$ cat config.mk
export PLATFORM = sky130hd
export DESIGN_NAME = rx_wake_ctrl
export DESIGN_NICKNAME = d
export VERILOG_FILES = /design/src/rtl/rwp_pkg.sv /design/src/rtl/rwp_pin_timer.sv /design/src/rtl/rwp_sleep_timer.sv /design/src/rtl/rx_wake_ctrl.sv
export SDC_FILE = /design/constraint.sdc
export NUM_CORES = 1
export LEC_CHECK = 0
export BUFFER_PORTS_ARGS = -buffer_cell sky130_fd_sc_hd__buf_2
export CAP_MARGIN = 15
export CORE_UTILIZATION = 61
export DETAILED_ROUTE_END_ITERATION = 6
export PLACE_DENSITY_LB_ADDON = 0.08
export RECOVER_POWER = 100
export SKIP_LAST_GASP = 1
export SYNTH_ARGS = -nofsm -noshare
export SYNTH_HDL_FRONTEND = slang
export SYNTH_SLANG_ARGS = --single-unit
$ cat constraint.sdc
create_clock -name clk -period 3.25 [get_ports clk]
set_input_delay 0.325 -clock clk [delete_from_list [all_inputs] [get_ports clk]]
set_output_delay 0.325 -clock clk [all_outputs]
set_load 0.005 [all_outputs]
$ cat src/rtl/rwp_pkg.sv
// Shared types for the receiver wake and polling controller.
// Assumes a two-bit mode field observed by neighbouring logic.
package rwp_pkg;
    typedef enum logic [1:0] {
        MODE_SLEEP   = 2'd0,
        MODE_STARTUP = 2'd1,
        MODE_BITCHK  = 2'd2,
        MODE_RECEIVE = 2'd3
    } mode_e;
endpackage

$ cat src/rtl/rwp_pin_timer.sv
// Measures how long the force-on pin has been low (in ticks) and runs the
// return-to-polling delay after a qualifying release.
// Assumes the pin is already synchronous to clk and TON1, TON2, TON3 >= 1.
module rwp_pin_timer #(
    parameter int TON1 = 3,
    parameter int TON2 = 6,
    parameter int TON3 = 2
) (
    input  logic clk,
    input  logic rst_n,
    input  logic tick_i,
    input  logic pin_n_i,
    output logic forced_o,
    output logic ret_go_o
);
    localparam int LOW_MAX = (TON1 > TON2) ? TON1 : TON2;
    localparam int LOW_W   = $clog2(LOW_MAX + 1);
    localparam int RET_W   = $clog2(TON3 + 1);

    logic [LOW_W-1:0] low_cnt;
    logic [RET_W-1:0] ret_cnt;
    logic             pin_q;
    logic             pend;
    logic             rise;
    logic             armed;

    assign rise     = pin_n_i && !pin_q;
    assign armed    = low_cnt >= LOW_W'(TON2);
    assign forced_o = !pin_n_i && (low_cnt >= LOW_W'(TON1));
    assign ret_go_o = pend && tick_i && (ret_cnt == RET_W'(TON3 - 1));

    // Saturating count of ticks seen while the pin is low.
    always_ff @(posedge clk) begin
        if (!rst_n)                                       low_cnt <= '0;
        else if (pin_n_i)                                 low_cnt <= '0;
        else if (tick_i && low_cnt != LOW_W'(LOW_MAX))    low_cnt <= low_cnt + 1'b1;
    end

    // Previous pin level for rising-edge detection.
    always_ff @(posedge clk) begin
        if (!rst_n) pin_q <= 1'b1;
        else        pin_q <= pin_n_i;
    end

    // Return-to-polling delay, started by a release after a long enough low.
    always_ff @(posedge clk) begin
        if (!rst_n) begin
            pend    <= 1'b0;
            ret_cnt <= '0;
        end else if (rise && armed) begin
            pend    <= 1'b1;
            ret_cnt <= '0;
        end else if (ret_go_o) begin
            pend    <= 1'b0;
        end else if (pend && tick_i) begin
            ret_cnt <= ret_cnt + 1'b1;
        end
    end

    p_low_clear_r11: assert property (@(posedge clk) disable iff (!rst_n)
        pin_n_i |=> (low_cnt == '0));
    p_ret_armed_r10: assert property (@(posedge clk) disable iff (!rst_n)
        $rose(pend) |-> $past(armed));
endmodule

$ cat src/rtl/rwp_sleep_timer.sv
// Down-counter for the sleep interval of (code+1)*SLEEP_UNIT ticks.
// It counts only while sleeping, on a tick, with the pin high. The all-ones code never expires.
// Assumes the controller asserts load on every entry into sleep.
module rwp_sleep_timer #(
    parameter int CODE_W     = 5,
    parameter int SLEEP_UNIT = 4
) (
    input  logic              clk,
    input  logic              rst_n,
    input  logic              tick_i,
    input  logic              pin_n_i,
    input  logic              run_i,
    input  logic              load_i,
    input  logic [CODE_W-1:0] code_i,
    output logic              expire_o
);
    localparam int SLP_W = $clog2((2 ** CODE_W) * SLEEP_UNIT + 1);

    logic [SLP_W-1:0] cnt;
    logic [SLP_W-1:0] load_val;
    logic             step;
    logic             perm;

    assign load_val = (SLP_W'(code_i) + SLP_W'(1)) * SLP_W'(SLEEP_UNIT);
    assign perm     = &code_i;
    assign step     = run_i && tick_i && pin_n_i;
    assign expire_o = step && (cnt == SLP_W'(1)) && !perm;

    // Load on reset or sleep entry, otherwise count down toward one.
    always_ff @(posedge clk) begin
        if (!rst_n || load_i)             cnt <= load_val;
        else if (step && cnt > SLP_W'(1)) cnt <= cnt - 1'b1;
    end

    p_hold_r4: assert property (@(posedge clk) disable iff (!rst_n)
        (!load_i && !(tick_i && pin_n_i)) |=> $stable(cnt));
endmodule

$ cat src/rtl/rx_wake_ctrl.sv
// Mode sequencer for a polled receiver. It cycles through sleep, start-up, bit check and receiving.
// A force-on pin can override the programmed sleep and bit-check settings.
// Assumes the tick, pin and strobes are synchronous to clk. The timing parameters are >= 1.
module rx_wake_ctrl
    import rwp_pkg::*;
#(
    parameter int CODE_W        = 5,
    parameter int BITCNT_W      = 3,
    parameter int SLEEP_UNIT    = 4,
    parameter int STARTUP_TICKS = 5,
    parameter int TON1          = 3,
    parameter int TON2          = 6,
    parameter int TON3          = 2
) (
    input  logic                clk,
    input  logic                rst_n,
    input  logic                tick_i,
    input  logic                force_on_n_i,
    input  logic [CODE_W-1:0]   sleep_code_i,
    input  logic [BITCNT_W-1:0] bit_need_i,
    input  logic                bit_pass_i,
    input  logic                bit_fail_i,
    output logic [1:0]          mode_o,
    output logic                fe_en_o,
    output logic                sleep_done_o
);
    localparam int SU_W  = $clog2(STARTUP_TICKS + 1);
    localparam int SEQ_W = (SU_W > BITCNT_W + 1) ? SU_W : BITCNT_W + 1;

    mode_e             state, nxt;
    logic [SEQ_W-1:0]  seq;
    logic [SEQ_W-1:0]  need;
    logic              forced, ret_go, expire, load, took_expire;

    rwp_pin_timer #(.TON1(TON1), .TON2(TON2), .TON3(TON3)) u_pin (
        .clk      (clk),
        .rst_n    (rst_n),
        .tick_i   (tick_i),
        .pin_n_i  (force_on_n_i),
        .forced_o (forced),
        .ret_go_o (ret_go)
    );

    rwp_sleep_timer #(.CODE_W(CODE_W), .SLEEP_UNIT(SLEEP_UNIT)) u_slp (
        .clk      (clk),
        .rst_n    (rst_n),
        .tick_i   (tick_i),
        .pin_n_i  (force_on_n_i),
        .run_i    (state == MODE_SLEEP),
        .load_i   (load),
        .code_i   (sleep_code_i),
        .expire_o (expire)
    );

    assign need = (bit_need_i == '0) ? SEQ_W'(1) : SEQ_W'(bit_need_i);

    // Next mode: the return delay wins, then the pin override, then the normal sequence.
    always_comb begin
        nxt         = state;
        took_expire = 1'b0;
        if (ret_go) begin
            nxt = MODE_SLEEP;
        end else begin
            case (state)
                MODE_SLEEP: begin
                    if (forced) begin
                        nxt = MODE_STARTUP;
                    end else if (expire) begin
                        nxt         = MODE_STARTUP;
                        took_expire = 1'b1;
                    end
                end
                MODE_STARTUP: begin
                    if (tick_i && seq == SEQ_W'(STARTUP_TICKS - 1))
                        nxt = force_on_n_i ? MODE_BITCHK : MODE_RECEIVE;
                end
                MODE_BITCHK: begin
                    if (forced)                                  nxt = MODE_RECEIVE;
                    else if (bit_fail_i)                         nxt = MODE_SLEEP;
                    else if (bit_pass_i && seq == need - 1'b1)   nxt = MODE_RECEIVE;
                end
                default: nxt = state;
            endcase
        end
    end

    assign load = ret_go || (nxt == MODE_SLEEP && state != MODE_SLEEP);

    // Mode register and expiry strobe.
    always_ff @(posedge clk) begin
        if (!rst_n) begin
            state        <= MODE_SLEEP;
            sleep_done_o <= 1'b0;
        end else begin
            state        <= nxt;
            sleep_done_o <= took_expire;
        end
    end

    // Shared sequence counter: start-up ticks, or bit-check passes.
    always_ff @(posedge clk) begin
        if (!rst_n || nxt != state || ret_go)                  seq <= '0;
        else if (state == MODE_STARTUP && tick_i)              seq <= seq + 1'b1;
        else if (state == MODE_BITCHK && bit_pass_i && !forced) seq <= seq + 1'b1;
    end

    assign mode_o  = state;
    assign fe_en_o = (state != MODE_SLEEP);

    p_done_entry_r2: assert property (@(posedge clk) disable iff (!rst_n)
        sleep_done_o |-> (state == MODE_STARTUP && $past(state) == MODE_SLEEP));
    p_perm_sleep_r3: assert property (@(posedge clk) disable iff (!rst_n)
        (state == MODE_SLEEP && (&sleep_code_i) && force_on_n_i && !ret_go)
            |=> (state == MODE_SLEEP && !sleep_done_o));
    p_skip_check_r5: assert property (@(posedge clk) disable iff (!rst_n)
        (state == MODE_RECEIVE && $past(state) == MODE_STARTUP) |-> $past(!force_on_n_i));
    p_fail_sleep_r7: assert property (@(posedge clk) disable iff (!rst_n)
        (state == MODE_BITCHK && bit_fail_i && !forced && !ret_go) |=> (state == MODE_SLEEP));
    p_forced_check_r8: assert property (@(posedge clk) disable iff (!rst_n)
        (state == MODE_BITCHK && forced && !ret_go) |=> (state == MODE_RECEIVE));
endmodule

* Word level (Yosys, flattened, before mapping)
Cells that the tools add are included.
** Cells by class
- $add $sub $neg :: 6
- Magnitude comparators :: 3
- Equal/unequal tests :: 8
- Multiplexer cells :: 17
- Bitwise operators :: 3
- Reduce and logical (&&, ||, !) cells :: 38
** Operators by type and width (count)
- $logic_and 1x1->1 :: 17
- $mux 8 :: 2
- $mux 2 :: 7
- $eq 8x1->1 const B :: 1
- $gt 8x1->1 const B :: 1
- $mux 4 :: 2
- $reduce_bool 2->1 :: 4
- $sub 8x1->8 const B :: 1
- $add 5x1->6 const B :: 1
- $pmux 2 s3 :: 1
- $logic_not 1->1 :: 5
- $reduce_and 5->1 :: 1
- $add 4x1->4 const B :: 1
- $eq 2x1->1 const B :: 2
- $eq 4x3->1 const B :: 1
- $eq 4x4->1 :: 1
- $logic_not 2->1 :: 2
- $logic_or 1x1->1 :: 4
- $mux 1 :: 4
- $reduce_or 2->1 :: 2
- $reduce_or 4->1 :: 1
- $sub 3x1->4 const B :: 1
- $add 3x1->3 const B :: 1
- $ge 3x2->1 const B :: 1
- other kinds (9) :: 11
** Storage, ports and cells
- Bits in registers :: 22
- Output and inout bits :: 4
- Logic and storage cells :: 84

* Depth between registers and ports, before layout
- Depth in word-level cells :: 15
- Depth in mapped cells :: 8
- Mapped depth without buffers :: 8

* Modules after synthesis
Synthesis repeated with hierarchy kept, for this count alone.
** Unflattened totals
- Cells, all modules :: 153
- Area, all modules :: 1447.6 um^2
** Modules (own cells, without submodules)
- rwp_sleep_timer :: instances 1, cells each 59, area each 595.6 um^2, sequential area each 220.2 um^2
- rx_wake_ctrl :: instances 1, cells each 56, area each 467.9 um^2, sequential area each 140.1 um^2
- rwp_pin_timer :: instances 1, cells each 38, area each 384.1 um^2, sequential area each 140.1 um^2

* Worst setup path after synthesis
No wires, ideal clock.
- Path type :: input to register
- Start point :: in bit_need_i[1]
- End point :: reg seq[0]
- Setup time :: 0.115 ns
- Arrival :: 1.794 ns
- Required time :: 3.135 ns
- Slack :: 1.342 ns
- Cell stages on the path :: 8
- Path buffers :: 0
- Cells stage by stage :: o21bai_1 inv_1 ha_1 xnor2_1 or4_4 nor4b_2 a211o_2 nor2_1
** On the way
- Longest elaborated chain between the ends :: 13
** RTL lines
- from (decl) :: line rx_wake_ctrl.sv:20 : input logic [BITCNT_W-1:0] bit_need_i,
- $logic_not 3->1 :: line rx_wake_ctrl.sv:55 : assign need = (bit_need_i == '0) ? SEQ_W'(1) : SEQ_W'(bit_need_i);
- $mux 3 (*) :: line rx_wake_ctrl.sv:55
- $sub 3x1->4 (*) :: line rx_wake_ctrl.sv:80 : else if (bit_pass_i && seq == need - 1'b1) nxt = MODE_RECEIVE;
- $eq 4x4->1 (*) :: line rx_wake_ctrl.sv:80
- $logic_and 1x1->1 (*) :: line rx_wake_ctrl.sv:80
- $mux 2 (*) :: line rx_wake_ctrl.sv:80
- $mux 2 (*) :: line rx_wake_ctrl.sv:79 : else if (bit_fail_i) nxt = MODE_SLEEP;
- $mux 2 (*) :: line rx_wake_ctrl.sv:78 : if (forced) nxt = MODE_RECEIVE;
- $pmux 2 s3 (*) :: line rx_wake_ctrl.sv:64 : case (state)
- $mux 2 (*) :: line rx_wake_ctrl.sv:61 : if (ret_go) begin
- $ne 2x2->1 (*) :: line rx_wake_ctrl.sv:102 : if (!rst_n || nxt != state || ret_go) seq <= '0;
- $logic_or 1x1->1 (*) (2 in series) :: line rx_wake_ctrl.sv:102
- to (signal assigned) :: line rx_wake_ctrl.sv:103 : else if (state == MODE_STARTUP && tick_i) seq <= seq + 1'b1;
- to (signal assigned) :: line rx_wake_ctrl.sv:104 : else if (state == MODE_BITCHK && bit_pass_i && !forced) seq <= seq + 1'b1;
- to (decl) :: line rx_wake_ctrl.sv:31 : logic [SEQ_W-1:0] seq;
Every way passes the cells marked *; elsewhere a longest branch is shown, timed or not.
A chain may end at the register's enable or synchronous reset.

* Worst setup path in the final report
- Start point :: reg u_pin.low_cnt[1]
- End point :: reg u_slp.cnt[7], data pin
** On the way
- Longest elaborated chain between the ends :: 10
** RTL lines
- from (decl) :: line rwp_pin_timer.sv:20 : logic [LOW_W-1:0] low_cnt;
- from (signal assigned) :: line rwp_pin_timer.sv:36 : else if (tick_i && low_cnt != LOW_W'(LOW_MAX)) low_cnt <= low_cnt + 1'b1;
- $ge 3x2->1 (*) :: line rwp_pin_timer.sv:29 : assign forced_o = !pin_n_i && (low_cnt >= LOW_W'(TON1));
- $logic_and 1x1->1 (*) :: line rwp_pin_timer.sv:29
- $mux 2 (on tied branches) :: line rx_wake_ctrl.sv:78, rx_wake_ctrl.sv:66
- $pmux 2 s3 (*) :: line rx_wake_ctrl.sv:64
- $mux 2 (*) :: line rx_wake_ctrl.sv:61
- $logic_not 2->1 (*) :: line rx_wake_ctrl.sv:87 : assign load = ret_go || (nxt == MODE_SLEEP && state != MODE_SLEEP);
- $logic_and 1x1->1 (*) :: line rx_wake_ctrl.sv:87
- $logic_or 1x1->1 (*) :: line rx_wake_ctrl.sv:87
- $logic_or 1x1->1 (*) :: line rwp_sleep_timer.sv:31 : if (!rst_n || load_i) cnt <= load_val;
- $mux 8 (*) :: line rwp_sleep_timer.sv:31
- to (signal assigned) :: line rwp_sleep_timer.sv:31
- to (signal assigned) :: line rwp_sleep_timer.sv:32 : else if (step && cnt > SLP_W'(1)) cnt <= cnt - 1'b1;
- to (decl) :: line rwp_sleep_timer.sv:19 : logic [SLP_W-1:0] cnt;
Marks and branches as above.

==> summary.md <==
| Metric | Value |
|---|---|
| Status | `finished clean` |
| Total GRT Usage | `between 20% and 30%` |
| Post-Synthesis Cells | `160` |
| Total congestion overflow | `0` |
| Die width | `49.8 um` |
| Cell Area, Synth | `1390 sq um` |
| #FFs+latches synth | `22` |
| Final WL | `around 2700 um` |
| Worst endpoint required time | `approximately 3.4 ns` |
| DR vias | `1159` |
| Clock skew | `0.00593 ns` |
| First-pass GRT wire length | `~4800 um` |
| Least-Margin Pin Slew | `0.591 ns` |
| Async SR Flop Fraction | `0%` |
| Initial antenna violation count | `0` |
| # IOs | `18` |
| Antenna Cells | `0` |
| Setup TNS | `0 ns` |
| Post-synth EDFFs | `6` |
| Routed len/inst | `~13 um` |
| Standard-cell rows | `16` |
| Setup bufs post-CTS | `0` |
| Max-cap violations | `0` |
| Cell variety after synth | `41` |
| Synth Flop Type | `dfxtp_1` |
| Core Box Area | `between 2000 and 2500 sq um` |
| Register area share after synthesis | `between 30% and 40%` |
| GP Congestion | `0.846` |
| Fin. Hold Viols | `0` |
| Leak pwr | `0.594 nW` |
| Final Cycle Share | `72.8%` |
| Number of port buffers | `17` |
| Worst-path clk slew | `0.13 ns` |
| DRC Markers | `0` |
| Number of routed nets with antenna violations | `0` |
| Number of global-route vias before repair | `1144` |
| Area Growth Syn to Fin | `10.2%` |
| CP endpoint kind | `register` |
| Syn Area/Cell | `8.71 sq um` |
| Fin crit period | `2.37 ns` |
| Hold Crit Class | `in -> reg` |
| Worst EP arrival | `around 2.5 ns` |
| Most common cell after layout, fill and taps aside | `nor2_1` |
| Most frequent cells in the layout | `nor2_1 (17), dfxtp_1 (16), buf_2 (15), nand2_1 (14), xnor2_1 (14)` |
| Max clock buf depth | `2` |
| Post-CTS Resized | `0` |
| R2r setup slk | `0.88 ns` |
| Die Area | `2480 sq um` |
| Hpwl dp | `2100 um` |
| Layout cells sized above 1 | `15.2%` |
| Unrepaired setup endpoints after global routing | `false` |
| Warnings from Yosys | `0` |
| Fmax | `around 420 MHz` |
| CTS tree | `yes` |
| Max-slew violation count | `0` |
| Kind of critical path | `reg -> reg` |
| Post-Syn Nets | `around 190` |
| H-tree levels | `1` |
| CTS root buf | `clkbuf_4` |
| Crit-path max FO | `14` |
| Starting Density | `67.6%` |
| Die H | `between 40 and 50 um` |
| Hold WS | `0.275 ns` |
| Pwr Density | `~380 nW/um^2` |
| Clk sinks | `22` |
| Largest net degree at the start of global routing | `15` |
| # setup viols final | `0` |
| Cts bufs inserted | `3` |
| Slew Limit Headroom | `60.4%` |
| Via density | `5.65` |
| Max IR drop VDD | `0.278 mV` |
| Worst skew pair latency | `0.32 ns` |
| Router iterations before antenna repair | `4` |
| Startpoint type of the worst setup path | `register` |
| Nets@finish | `204` |
| Hold Buf Count CTS | `0` |
| Initial DRC Count | `34` |
## area by class of cell
| cell class | instances | area (sq um) |
|---|---|---|
| clock buffer | 4 | 47.5 |
| sequential | 22 | 500 |
| timing repair buffer | 17 | 82.6 |
| multi-input combinational | 124 | 831 |
| tap | 27 | 33.8 |
| fill | 161 | 526 |
| inverter | 11 | 41.3 |
## sequential cells by signal, indices dropped and copies added (netlist names)
name	count
u_pin.pend	1
u_pin.low_cnt	3
u_slp.cnt	8
u_pin.pin_q	1
mode_o	2
u_pin.ret_cnt	2
sleep_done_o	1
seq	4
## critical path: stages, from the launching register on
cell and delay (ns):
dfxtp_1 0.38, ha_1 0.20, ha_1 0.20, a211oi_1 0.52, o2111ai_1 0.23, nand2_1 0.40
nand4_1 0.16, o31ai_1 0.10
## power by group
| group | leakage (nW) | switching, mW | internal, mW | total, mW |
|---|---|---|---|---|
| logic | 0.377 | 0.0526 | 0.0404 | 0.0931 |
| clock network | 0.0261 | 0.0872 | 0.0940 | 0.181 |
| registers | 0.192 | 0.0127 | 0.296 | 0.309 |
| total | 0.594 | 0.152 | 0.430 | 0.583 |
## logic make-up after synthesis
| kind of cell | after synthesis | synth area share [%] |
|---|---|---|
| and+or+nand+nor | 60 | 22.1 |
| AOI/OAI and AO/OA | 35 | 16.7 |
| adders and majority gates | 11 | 9.87 |
| buffers and inverters | 14 | 4.13 |
| DFF | 22 | 35.9 |
| xor gates and xnor gates | 18 | 11.3 |
## metal layers
layer	global-route usage, %	up-vias	routed length, um
li1	-	595	-
met1	34.3	530	1360
met2	41.4	31	1220
met3	3.70	3	101
met4	10.0	0	34
met5	0	-	0
## stage by stage
stage	std cells	worst slack [ns]	instance area (sq um)	util [%]	power, mW
detailed placement	201	1.09	1500	72.6	0.407
floorplan	160	1.34	1390	-	0.379
finish	205	0.884	1540	74.5	0.583
global route	205	0.615	1540	74.5	0.613
global placement	201	1.17	1500	72.6	0.402
CTS	205	1.06	1540	74.9	0.587
## final timing paths
kind                                       start      endpoint  depth (start not counted)
worst max-delay path            u_pin.low_cnt[1]  u_slp.cnt[7]                          7
worst min-delay path                       rst_n    u_pin.pend                          2
worst max register to register  u_pin.low_cnt[1]  u_slp.cnt[7]                          7
worst min register to register      u_slp.cnt[1]  u_slp.cnt[1]                          2
## synthesized netlist by cell type (2+ instances only)
library cell  count  area, sq um
nor2_1           17         63.8
dfxtp_1          16          320
nand2_1          14         52.6
xnor2_1          14          123
a21oi_1          12         60.1
ha_1             11          138
inv_1            10         37.5
edfxtp_1          6          180
nand3_1           6         30.0
o21ai_0           5         25.0
nand2b_1          4         25.0
xor2_1            4         35.0
a211oi_1          3         22.5
nor2b_1           3         18.8
nor3_1            3         15.0
o31ai_1           3         22.5
and3_1            2         12.5
nand4_1           2         12.5
nor4_1            2         12.5
o21bai_1          2         15.0
Power figures use the tool's default switching activity.
